**src/rtl/dclk_pkg.sv**
```systemverilog
package dclk_pkg;

   // register geometry
   localparam int unsigned REG_W    = 8;
   localparam int unsigned DIV_W    = 4;
   localparam int unsigned ODIV_W   = 2;
   localparam int unsigned SEL_W    = 2;
   localparam int unsigned ODIV_LSB = 4;
   localparam int unsigned EN_BIT   = 7;

   // pixel tap order; the encoding is behaviour
   typedef enum logic [SEL_W-1:0] {
      TAP_BIT      = 2'd0,
      TAP_BIT_HALF = 2'd1,
      TAP_ODIV     = 2'd2,
      TAP_ODIV_QTR = 2'd3
   } pix_tap_e;

   typedef struct packed {
      logic             clk_en;
      logic [ODIV_W-1:0] odiv_exp;
      pix_tap_e         pix_sel;
      logic [DIV_W-1:0] pix_div;
      logic [DIV_W-1:0] bit_div;
   } dclk_cfg_t;

   // one-based field: zero behaves as one
   function automatic logic [DIV_W-1:0] one_based(input logic [DIV_W-1:0] f);
      return (f == '0) ? DIV_W'(1) : f;
   endfunction

endpackage

```
**src/rtl/dclk_cfg_regs.sv**
```systemverilog
module dclk_cfg_regs
   import dclk_pkg::*;
(
   input  logic             clk,
   input  logic             rst_n,
   input  logic             wr,
   input  logic             addr,
   input  logic [REG_W-1:0] wdata,
   output dclk_cfg_t        cfg
);

   // elaboration-time layout checks
   if (2 * DIV_W > REG_W) begin : g_bad_div
      $error("divider fields do not fit the register");
   end
   if (ODIV_LSB < SEL_W || ODIV_LSB + ODIV_W > EN_BIT || EN_BIT >= REG_W) begin : g_bad_r1
      $error("second register fields overlap");
   end

   // bits of the second register that carry no field
   logic unused_bits;
   assign unused_bits = ^{wdata[ODIV_LSB-1:SEL_W], wdata[EN_BIT-1:ODIV_LSB+ODIV_W]};

   always_ff @(posedge clk or negedge rst_n) begin
      if (!rst_n) begin
         cfg <= '0;
      end else if (wr) begin
         if (!addr) begin
            cfg.bit_div <= wdata[DIV_W-1:0];
            cfg.pix_div <= wdata[2*DIV_W-1:DIV_W];
         end else begin
            cfg.pix_sel  <= pix_tap_e'(wdata[SEL_W-1:0]);
            cfg.odiv_exp <= wdata[ODIV_LSB +: ODIV_W];
            cfg.clk_en   <= wdata[EN_BIT];
         end
      end
   end

endmodule

```
**src/rtl/dclk_ratio_calc.sv**
```systemverilog
module dclk_ratio_calc
   import dclk_pkg::*;
#(
   parameter int unsigned CNT_W      = 12,
   parameter int unsigned BYTE_RATIO = 8,
   parameter int unsigned HALF_TAP   = 2,
   parameter int unsigned QTR_TAP    = 4
) (
   input  dclk_cfg_t        cfg,
   output logic [CNT_W-1:0] byte_ratio,
   output logic [CNT_W-1:0] pix_ratio
);

   localparam logic [CNT_W-1:0] BYTE_K = CNT_W'(BYTE_RATIO);
   localparam logic [CNT_W-1:0] HALF_K = CNT_W'(HALF_TAP);
   localparam logic [CNT_W-1:0] QTR_K  = CNT_W'(QTR_TAP);

   logic [CNT_W-1:0] odiv_r, bdiv_r, pdiv_r, bit_r, tap_r;

   always_comb begin
      odiv_r = CNT_W'(1) << cfg.odiv_exp;
      bdiv_r = CNT_W'(one_based(cfg.bit_div));
      pdiv_r = CNT_W'(one_based(cfg.pix_div));
      bit_r  = odiv_r * bdiv_r;
      unique case (cfg.pix_sel)
         TAP_BIT:      tap_r = bit_r;
         TAP_BIT_HALF: tap_r = bit_r * HALF_K;
         TAP_ODIV:     tap_r = odiv_r;
         default:      tap_r = odiv_r * QTR_K;
      endcase
      byte_ratio = bit_r * BYTE_K;
      pix_ratio  = tap_r * pdiv_r;
   end

endmodule

```
**src/rtl/dclk_out_div.sv**
```systemverilog
module dclk_out_div #(
   parameter int unsigned CNT_W = 12
) (
   input  logic             clk,
   input  logic             rst_n,
   input  logic [CNT_W-1:0] ratio_in,
   input  logic             en_in,
   output logic             clk_out
);

   logic [CNT_W-1:0] cnt, act_ratio;
   logic             act_en;
   logic [CNT_W-1:0] nxt_cnt, nxt_ratio;
   logic             nxt_en, reload;

   // a period ends on its last low cycle; only then may settings change
   always_comb begin
      reload    = !act_en || (cnt == act_ratio - CNT_W'(1));
      nxt_cnt   = reload ? '0 : cnt + CNT_W'(1);
      nxt_ratio = reload ? ratio_in : act_ratio;
      nxt_en    = reload ? en_in : act_en;
   end

   always_ff @(posedge clk or negedge rst_n) begin
      if (!rst_n) begin
         cnt       <= '0;
         act_ratio <= CNT_W'(1);
         act_en    <= 1'b0;
         clk_out   <= 1'b0;
      end else begin
         cnt       <= nxt_cnt;
         act_ratio <= nxt_ratio;
         act_en    <= nxt_en;
         clk_out   <= nxt_en && ((nxt_ratio == CNT_W'(1)) || (nxt_cnt < (nxt_ratio >> 1)));
      end
   end

endmodule

```
**src/rtl/dclk_tree.sv**
```systemverilog
module dclk_tree
   import dclk_pkg::*;
#(
   parameter int unsigned BYTE_RATIO = 8,
   parameter int unsigned HALF_TAP   = 2,
   parameter int unsigned QTR_TAP    = 4
) (
   input  logic             vco_clk,
   input  logic             rst_n,
   input  logic             cfg_wr,
   input  logic             cfg_addr,
   input  logic [REG_W-1:0] cfg_data,
   output logic             byte_clk_o,
   output logic             pix_clk_o
);

   localparam int unsigned MAX_ODIV  = 1 << ((1 << ODIV_W) - 1);
   localparam int unsigned MAX_DIV   = (1 << DIV_W) - 1;
   localparam int unsigned MAX_BYTE  = BYTE_RATIO * MAX_ODIV * MAX_DIV;
   localparam int unsigned TAP_A     = HALF_TAP * MAX_ODIV * MAX_DIV;
   localparam int unsigned TAP_B     = QTR_TAP * MAX_ODIV;
   localparam int unsigned MAX_TAP   = (TAP_A > TAP_B) ? TAP_A : TAP_B;
   localparam int unsigned MAX_PIX   = MAX_TAP * MAX_DIV;
   localparam int unsigned MAX_RATIO = (MAX_BYTE > MAX_PIX) ? MAX_BYTE : MAX_PIX;
   localparam int unsigned CNT_W     = $clog2(MAX_RATIO + 1);
   localparam int unsigned N_OUT     = 2;

   if (BYTE_RATIO < 2 || HALF_TAP < 2 || QTR_TAP < 2) begin : g_bad_fixed
      $error("fixed divider stages must divide by two or more");
   end

   dclk_cfg_t        cfg_q;
   logic             glb_en;
   logic [CNT_W-1:0] byte_ratio, pix_ratio;
   logic [CNT_W-1:0] ratio_arr [N_OUT];
   logic [N_OUT-1:0] out_arr;

   assign glb_en = cfg_q.clk_en;

   dclk_cfg_regs u_regs (
      .clk   (vco_clk),
      .rst_n (rst_n),
      .wr    (cfg_wr),
      .addr  (cfg_addr),
      .wdata (cfg_data),
      .cfg   (cfg_q)
   );

   dclk_ratio_calc #(
      .CNT_W      (CNT_W),
      .BYTE_RATIO (BYTE_RATIO),
      .HALF_TAP   (HALF_TAP),
      .QTR_TAP    (QTR_TAP)
   ) u_ratio (
      .cfg        (cfg_q),
      .byte_ratio (byte_ratio),
      .pix_ratio  (pix_ratio)
   );

   assign ratio_arr[0] = byte_ratio;
   assign ratio_arr[1] = pix_ratio;

   for (genvar i = 0; i < N_OUT; i++) begin : g_div
      dclk_out_div #(.CNT_W(CNT_W)) u_div (
         .clk      (vco_clk),
         .rst_n    (rst_n),
         .ratio_in (ratio_arr[i]),
         .en_in    (glb_en),
         .clk_out  (out_arr[i])
      );
   end

   assign byte_clk_o = out_arr[0];
   assign pix_clk_o  = out_arr[1];

endmodule

```
**config.mk**
```make
export PLATFORM = sky130hd
export DESIGN_NAME = dclk_tree
export DESIGN_NICKNAME = d
export VERILOG_FILES = /design/src/rtl/dclk_pkg.sv /design/src/rtl/dclk_cfg_regs.sv /design/src/rtl/dclk_ratio_calc.sv /design/src/rtl/dclk_out_div.sv /design/src/rtl/dclk_tree.sv
export SDC_FILE = /design/constraint.sdc
export NUM_CORES = 1
export LEC_CHECK = 0
export ABC_CLOCK_PERIOD_IN_PS = 16700
export BUFFER_PORTS_ARGS = -buffer_cell sky130_fd_sc_hd__clkbuf_2
export CELL_PAD_IN_SITES_DETAIL_PLACEMENT = 0
export CELL_PAD_IN_SITES_GLOBAL_PLACEMENT = 1
export CORE_ASPECT_RATIO = 1.2
export CORE_MARGIN = 1.5
export CORE_UTILIZATION = 54
export DETAILED_ROUTE_END_ITERATION = 10
export MAX_ROUTING_LAYER = met4
export PLACE_DENSITY = 0.95
export SLEW_MARGIN = 0
export SYNTH_ARGS = -nofsm -noshare
export SYNTH_HDL_FRONTEND = slang
export SYNTH_SLANG_ARGS = --single-unit
```
**constraint.sdc**
```tcl
create_clock -name vco_clk -period 16.7 [get_ports vco_clk]
set_input_delay 1.67 -clock vco_clk [delete_from_list [all_inputs] [get_ports vco_clk]]
set_output_delay 1.67 -clock vco_clk [all_outputs]
set_load 0.02 [all_outputs]
```
==> results of run 1 <==
-- registers in the layout, summed over array words and instances, names as in the netlist --
| register | count |
|---|---|
| g_div.u_div.cnt | 24 |
| g_div.u_div.act_ratio | 24 |
| g_div.u_div.act_en | 2 |
| g_div.u_div.clk_out | 2 |
| u_regs.cfg | 13 |
-- layout make-up --
| type | count | area (µm²) |
|---|---|---|
| fill | 872 | 3990 |
| multi-input combinational | 473 | 3750 |
| sequential | 65 | 1630 |
| clock buffer | 10 | 229 |
| inverter | 61 | 229 |
| tap | 126 | 158 |
| clock inverter | 6 | 91.3 |
| timing repair buffer | 15 | 80.1 |
-- path summary, 6_finish.rpt --
check,slack (ns),depth (start not counted),start,end
setup / recovery,9.17,32,u_regs.cfg[11],g_div[1].u_div.clk_out
hold / removal,0.53,2,g_div[0].u_div.act_ratio[0],g_div[0].u_div.act_ratio[0]
setup reg to reg,9.17,32,u_regs.cfg[11],g_div[1].u_div.clk_out
hold reg to reg,0.53,2,g_div[0].u_div.act_ratio[0],g_div[0].u_div.act_ratio[0]
max in group asynchronous,14.63,2,rst_n,g_div[1].u_div.act_ratio[10]
min in group asynchronous,1.51,2,rst_n,g_div[0].u_div.cnt[0]
-- worst reg2reg max path, delay by kind of cell (launching register included) --
family                     cells  cell delay, ns
and+or+nand+nor               11            1.68
muxes                          2            0.29
AOI/OAI and AO/OA              7            1.29
xor gates and xnor gates       1            0.23
DFF                            1            0.53
adders and majority gates      7            3.16
buffers and inverters          4            0.22
-- power by group --
part	internal, W	total [W]	switching, W	leakage [nW]
Clock	0.000131	0.000201	0.0000703	0.145
Combinational	0.000234	0.000509	0.000275	2.12
Sequential	0.000202	0.000274	0.0000723	0.815
Total	0.000567	0.000984	0.000418	3.08
-- cells in the final DEF (no fill, tap or decap), drive strengths merged, types with 21 or more instances in the layout --
master  instances
dfrtp          63
inv            62
ha             49
nor2           47
and2           40
xnor2          34
nand2          32
xor2           24
a21oi          23
clkbuf         22
mux2i          21
-- stage by stage --
stage	power [W]	std cells	cell area, µm²
6_report	0.000984	756	6170
3_3_place_gp	0.000762	740	5850
2_1_floorplan	0.000658	618	5710
5_1_grt	0.00107	756	6170
3_5_place_dp	0.000784	740	5850
4_1_cts	0.000991	756	6170
-- cells by family (layout without fill, tap and decap cells) --
| kind of cell | count (synthesis) | in the layout |
|---|---|---|
| adders and majority gates | 69 | 69 |
| and+or+nand+nor | 221 | 221 |
| DFF | 65 | 65 |
| AOI/OAI and AO/OA | 86 | 86 |
| xor gates and xnor gates | 58 | 58 |
| muxes | 39 | 39 |
| buffers and inverters | 80 | 92 |
-- metal layers --
metal / global-route usage [%] / routed length (µm)
met4: 9.86 / 315
met2: 43.6 / 6500
met1: 27.6 / 5240
met3: 3.44 / 259
met5: - / 0
==> metrics.yaml, run 1 <==
outcome:
  outcome: "finished clean"
placement:
  globalplace.congestion: 0.887
  numPortBuffers: 13
  place_ws_ns: 9.18
  dp_hpwl_um: 9700
synth:
  ys_top_cells_by_area: "dfrtp_1 (28%), ha_1 (11%), fa_1 (7.0%)"
  synth_most_common_cell: "dfrtp_1"
  synth_warnings: 0
  yosys.area_share.xor_xnor_pct: 8.90
  synth-seq-area-share_pct: 28.5
  synth_edf_count: 0
  netlist_area_um2: 5710
  synth_top_cell_by_area: "dfrtp_1"
  synthTopCellsByCount: "dfrtp_1 (63), inv_1 (59), ha_1 (49), nor2_1 (46), and2_1 (40)"
  muxShareOfSynthArea_pct: 7.24
  synth_fa_ha_area_share_pct: 17.8
  synth_compound_area_share_pct: 10.6
  synth_cells: 618
  async_flop_share_pct: 100
  synth_top_family_by_area: "simple AND/OR/NAND/NOR gates"
  synthFlopType: "dfrtp_1"
  ys_seq_elements: 65
  yosysUniqueCellTypes: 69
  syn_avg_cell_area_um2: 9.23
  synthSimpleGateAreaFrac_pct: 21.2
  netlist.area_leader.share_pct: 27.6
  synth_nets: 699
sta:
  worst_clock_skew_ns: 0.00463
  tns_ns: 0
  finalWorstSetupSlack_ns: 9.17
  max_clock_freq_mhz: 133
  finalCriticalPeriod_ns: 7.53
  drv_slew: 0
  fin_crit_sh_pct: 45.1
  worst_pin_slew_ns: 1.02
  slew_headroom_pct: 31.9
  final_hold_viol_count: 0
  rsz0062_at_grt: "false"
  hold_slack_ns: 0.528
  finalSetupViolCount: 0
routing:
  routed_wirelength_um: 12300
  vias_per_cell: 5.74
  ant_nets: 0
  drc: 0
  wl_per_cell_um: 16.3
  drt_first_iter_violations: 166
  first_pass_iters: 4
  vias: 4338
worst_setup_path:
  critical_path.top_delay_family: "adder cells"
  critPathCaptureType: "flip-flop"
  cp_max_fo: 12
  required_ns: 16.91
  crit_top_cell: "fa_1"
  worst_path_largest_cell_delay_ns: 0.55
  setup.worst_path.class: "flip-flop to flip-flop"
  cp_slowest_cell: "fa_1"
  crit_buf_inv: 4
  crit_arrival_ns: 7.74
  start_kind: "flip-flop"
floorplanning:
  die_h_um: 116
  die_w_um: 96.8
  ios: 14
  row_count: 40
  coreArea_um2: 10200
  die_area_um2: 11200
  start_util_pct: 56.2
cts:
  cts-root-buf: "clkbuf_16"
  clk_latency_ns: 0.33
  clock_sinks: 65
  cts_setup_buffers: 0
  cts_tree: "yes"
  clkSlewWorstSetupHoldPaths_ns: 0.06
  postCtsResizedCells: 0
  clk_path_buf_depth: 2
  cts_hold_buf: 0
  cts_made_buffers: 9
  cts_htree_levels: 3
layout:
  areaGrowthSynthToFinish_pct: 8.05
  fin_nets: 706
  diodes: 0
  fin_util_pct: 60.7
  drive_above_1_share_pct: 10.3
global_route:
  antenna_found_initial: 0
  overflow: 0
  grt_max_degree: 66
  grt_pass1_vias: 4491
  grt_pass1_wl_um: 21400
  grt_usage_pct: 24.4
power_and_ir_drop:
  p_leak_nw: 3.08
  power_density_nw_per_um2: 160
  ir_drop_v: 0.000109
job:
  drv_cap: 0
worst_hold_path:
  hold_path_class: "flip-flop to flip-flop"
Note: power is estimated with default switching activity, not from simulation.
==> run 2: changes to the inputs <==
Settings changed: ABC_CLOCK_PERIOD_IN_PS 16700 to 6900, CORE_UTILIZATION 54 to 45, PLACE_DENSITY 0.95 to 0.85.
Clock period 16.7 ns to 6.9 ns, I/O delays scaled along.
==> metrics.yaml, run 2 (synthesis results as in run 1) <==
worst_setup_path:
  start_kind: "flip-flop"
  setup.worst_path.class: "flip-flop to flip-flop"
  critPathCaptureType: "flip-flop"
  required_ns: 7.11  # -9.80 ns
  worst_path_largest_cell_delay_ns: 0.57  # +0.02 ns
  cp_max_fo: 5  # -7
  crit_arrival_ns: 7.22  # -0.52 ns
  cp_slowest_cell: "fa_1"
layout:
  fill_cells: 1104  # +27%
  fin_nets: 746  # +5.7%
  top_regs: "g_div.u_div.act_ratio (24), g_div.u_div.cnt (24), u_regs.cfg (13)"
  drive_above_1_share_pct: 22.1  # +12 points
  stdcell_count: 831  # +9.9%
  fin_util_pct: 55.0  # -5.7 points
  final_common_cell: "dfrtp_1"
  areaGrowthSynthToFinish_pct: 17.8
  final_cell_mix: "dfrtp_1 (61), inv_1 (53), nor2_1 (42), ha_1 (42), buf_4 (42)"
  diodes: 0  # unchanged
routing:
  vias_per_cell: 5.48  # -4.6%
  wl_per_cell_um: 16.1  # -1.0%
  ant_nets: 0  # unchanged
  first_pass_iters: 5  # +1
  drc: 0  # unchanged
  routed_wirelength_um: 13400  # +8.8%
  drt_first_iter_violations: 233  # +40%
  vias: 4550  # +4.9%
cts:
  clock_sinks: 65  # unchanged
  clk_path_buf_depth: 2  # unchanged
  cts-root-buf: "clkbuf_16"
  cts_made_buffers: 9  # unchanged
  clk_latency_ns: 0.33  # about the same
  cts_htree_levels: 3  # unchanged
  cts_hold_buf: 0  # unchanged
  cts_tree: "yes"
  clkSlewWorstSetupHoldPaths_ns: 0.05  # about the same
placement:
  placed_cells: 803  # +8.5%
  dp_hpwl_um: 9910  # +2.2%
  globalplace.congestion: 0.872  # -1.7%
  numPortBuffers: 13  # unchanged
  place_ws_ns: -0.342  # -9.52 ns
power_and_ir_drop:
  finalPower_w: 0.00254  # +160%
  power_density_nw_per_um2: 378  # +140%
  ir_drop_v: 0.000212  # +94%
  p_sw_share_pct: 42.0  # -0.43 points
  pwr-share-clk_pct: 19.3  # -1.2 points
  p_int_w: 0.00147  # +160%
  seqPwrFrac_pct: 26.1  # -1.7 points
  combinationalPowerShare_pct: 54.6  # +2.9 points
  switchingPower_w: 0.00107  # +160%
  p_leak_nw: 3.33  # +7.9%
global_route:
  grt_usage_pct: 21.2  # -3.2 points
  grt_pass1_vias: 4736  # +5.5%
  antenna_found_initial: 0  # unchanged
  overflow: 0  # unchanged
  grt_pass1_wl_um: 22200  # +3.6%
  grt_max_degree: 66  # unchanged
sta:
  slew_headroom_pct: 32.4  # +0.50 points
  finalWorstSetupSlack_ns: -0.103  # -9.27 ns
  worst_pin_slew_ns: 1.01  # -0.00756 ns
  finalSetupViolCount: 1  # +1
  final_hold_viol_count: 0  # unchanged
  rsz0062_at_grt: "true"
  hold_slack_ns: 0.531  # +0.00287 ns
  fin_crit_sh_pct: 101  # +56 points
  worst_clock_skew_ns: 0.00489  # +0.000256 ns
  drv_slew: 0  # unchanged
  max_clock_freq_mhz: 143  # +7.5%
  finalCriticalPeriod_ns: 7.00  # -0.526 ns
floorplanning:
  row_count: 44  # +10%
  start_util_pct: 46.7  # -9.5 points
  die_area_um2: 13400  # +19%
  die_w_um: 106  # +9.2%
  coreArea_um2: 12200  # +20%
  ios: 14  # unchanged
  die_h_um: 126  # +9.3%
worst_hold_path:
  hold_path_class: "flip-flop to flip-flop"
outcome:
  outcome: "complete, but fails checks"
  violations: "negative setup slack"
job:
  drv_cap: 0  # unchanged
[run 2: cell types whose count changed in the layout (fill, tap and decap cells not counted), moves of 5 or more]
cell and delta:
a21oi_1 -7, a21oi_2 +6, and2_4 +5, inv_1 -6, ha_1 -7, ha_4 +6
inv_2 +6, and2_1 -5, buf_4 +40
[run 2: stage by stage]
| step | TNS, ns | instance area, µm² |
|---|---|---|
| floorplan | 0 | 5710 |
| global placement | -0.0240 | 6100 |
| detailed placement | -0.342 | 6100 |
| CTS | 0 | 6560 |
| global route | -0.416 | 6720 |
| finish | -0.103 | 6720 |
[run 2: path summary, 6_finish.rpt]
| check | start | endpoint | slack [ns] | cells past startpoint |
|---|---|---|---|---|
| worst max-delay path | u_regs.cfg[10] | g_div[1].u_div.clk_out | -0.10 | 35 |
| worst min-delay path | u_regs.cfg[4] | u_regs.cfg[4] | 0.53 | 1 |
| worst max register to register | u_regs.cfg[10] | g_div[1].u_div.clk_out | -0.10 | 35 |
| worst min register to register | u_regs.cfg[4] | u_regs.cfg[4] | 0.53 | 1 |
| max in group asynchronous | rst_n | u_regs.cfg[11] | 5.77 | 2 |
| min in group asynchronous | rst_n | g_div[0].u_div.clk_out | 0.54 | 2 |
[run 2: final cells by class]
type | instances | area (µm²) | share of cell area [%]
inverter | 61 | 229 | 3.41
clock inverter | 6 | 92.6 | 1.38
tap | 161 | 201 | 3.00
sequential | 65 | 1630 | 24.3
multi-input combinational | 473 | 3960 | 58.9
timing repair buffer | 55 | 380 | 5.66
clock buffer | 10 | 229 | 3.41
[run 2: critical path: cells and delay by family, from the launching register on]
kind | cells | cell delay [ns]
XOR/XNOR | 3 | 0.43
flip-flops | 1 | 0.44
adder cells (fa/ha/maj) | 7 | 2.86
multiplexers | 2 | 0.35
AO/OA/AOI/OAI | 9 | 1.30
buffers and inverters | 5 | 0.25
AND/OR/NAND/NOR | 9 | 1.26
[run 2: power groups by stage]
stage	Sequential [W]	Combinational (W)	Clock, W
floorplan	0.000600	0.000993	0
global placement	0.000657	0.00125	0
global route	0.000687	0.00155	0.000514
detailed placement	0.000662	0.00129	0
finish	0.000663	0.00139	0.000489
CTS	0.000657	0.00134	0.000500
[run 2: repair_timing]
item | in CTS | in global routing
hold endpoints to repair | 0 | 0
resized for setup | 20 | 33
endpoints found under the setup margin | 1 | 1
buffers inserted | 6 | 6
pin swaps | 16 | 24
gates cloned | 0 | 0
[run 2: routing by layer]
layer / part of all wire (%) / track usage, % / vias to the layer above / routed length, µm
li1: - / - / 2222 / -
met1: 44 / 24.6 / 2228 / 5870
met2: 52 / 37.8 / 77 / 6930
met3: 2.5 / 2.67 / 23 / 330
met4: 2.0 / 6.84 / 0 / 267
met5: 0 / - / - / 0
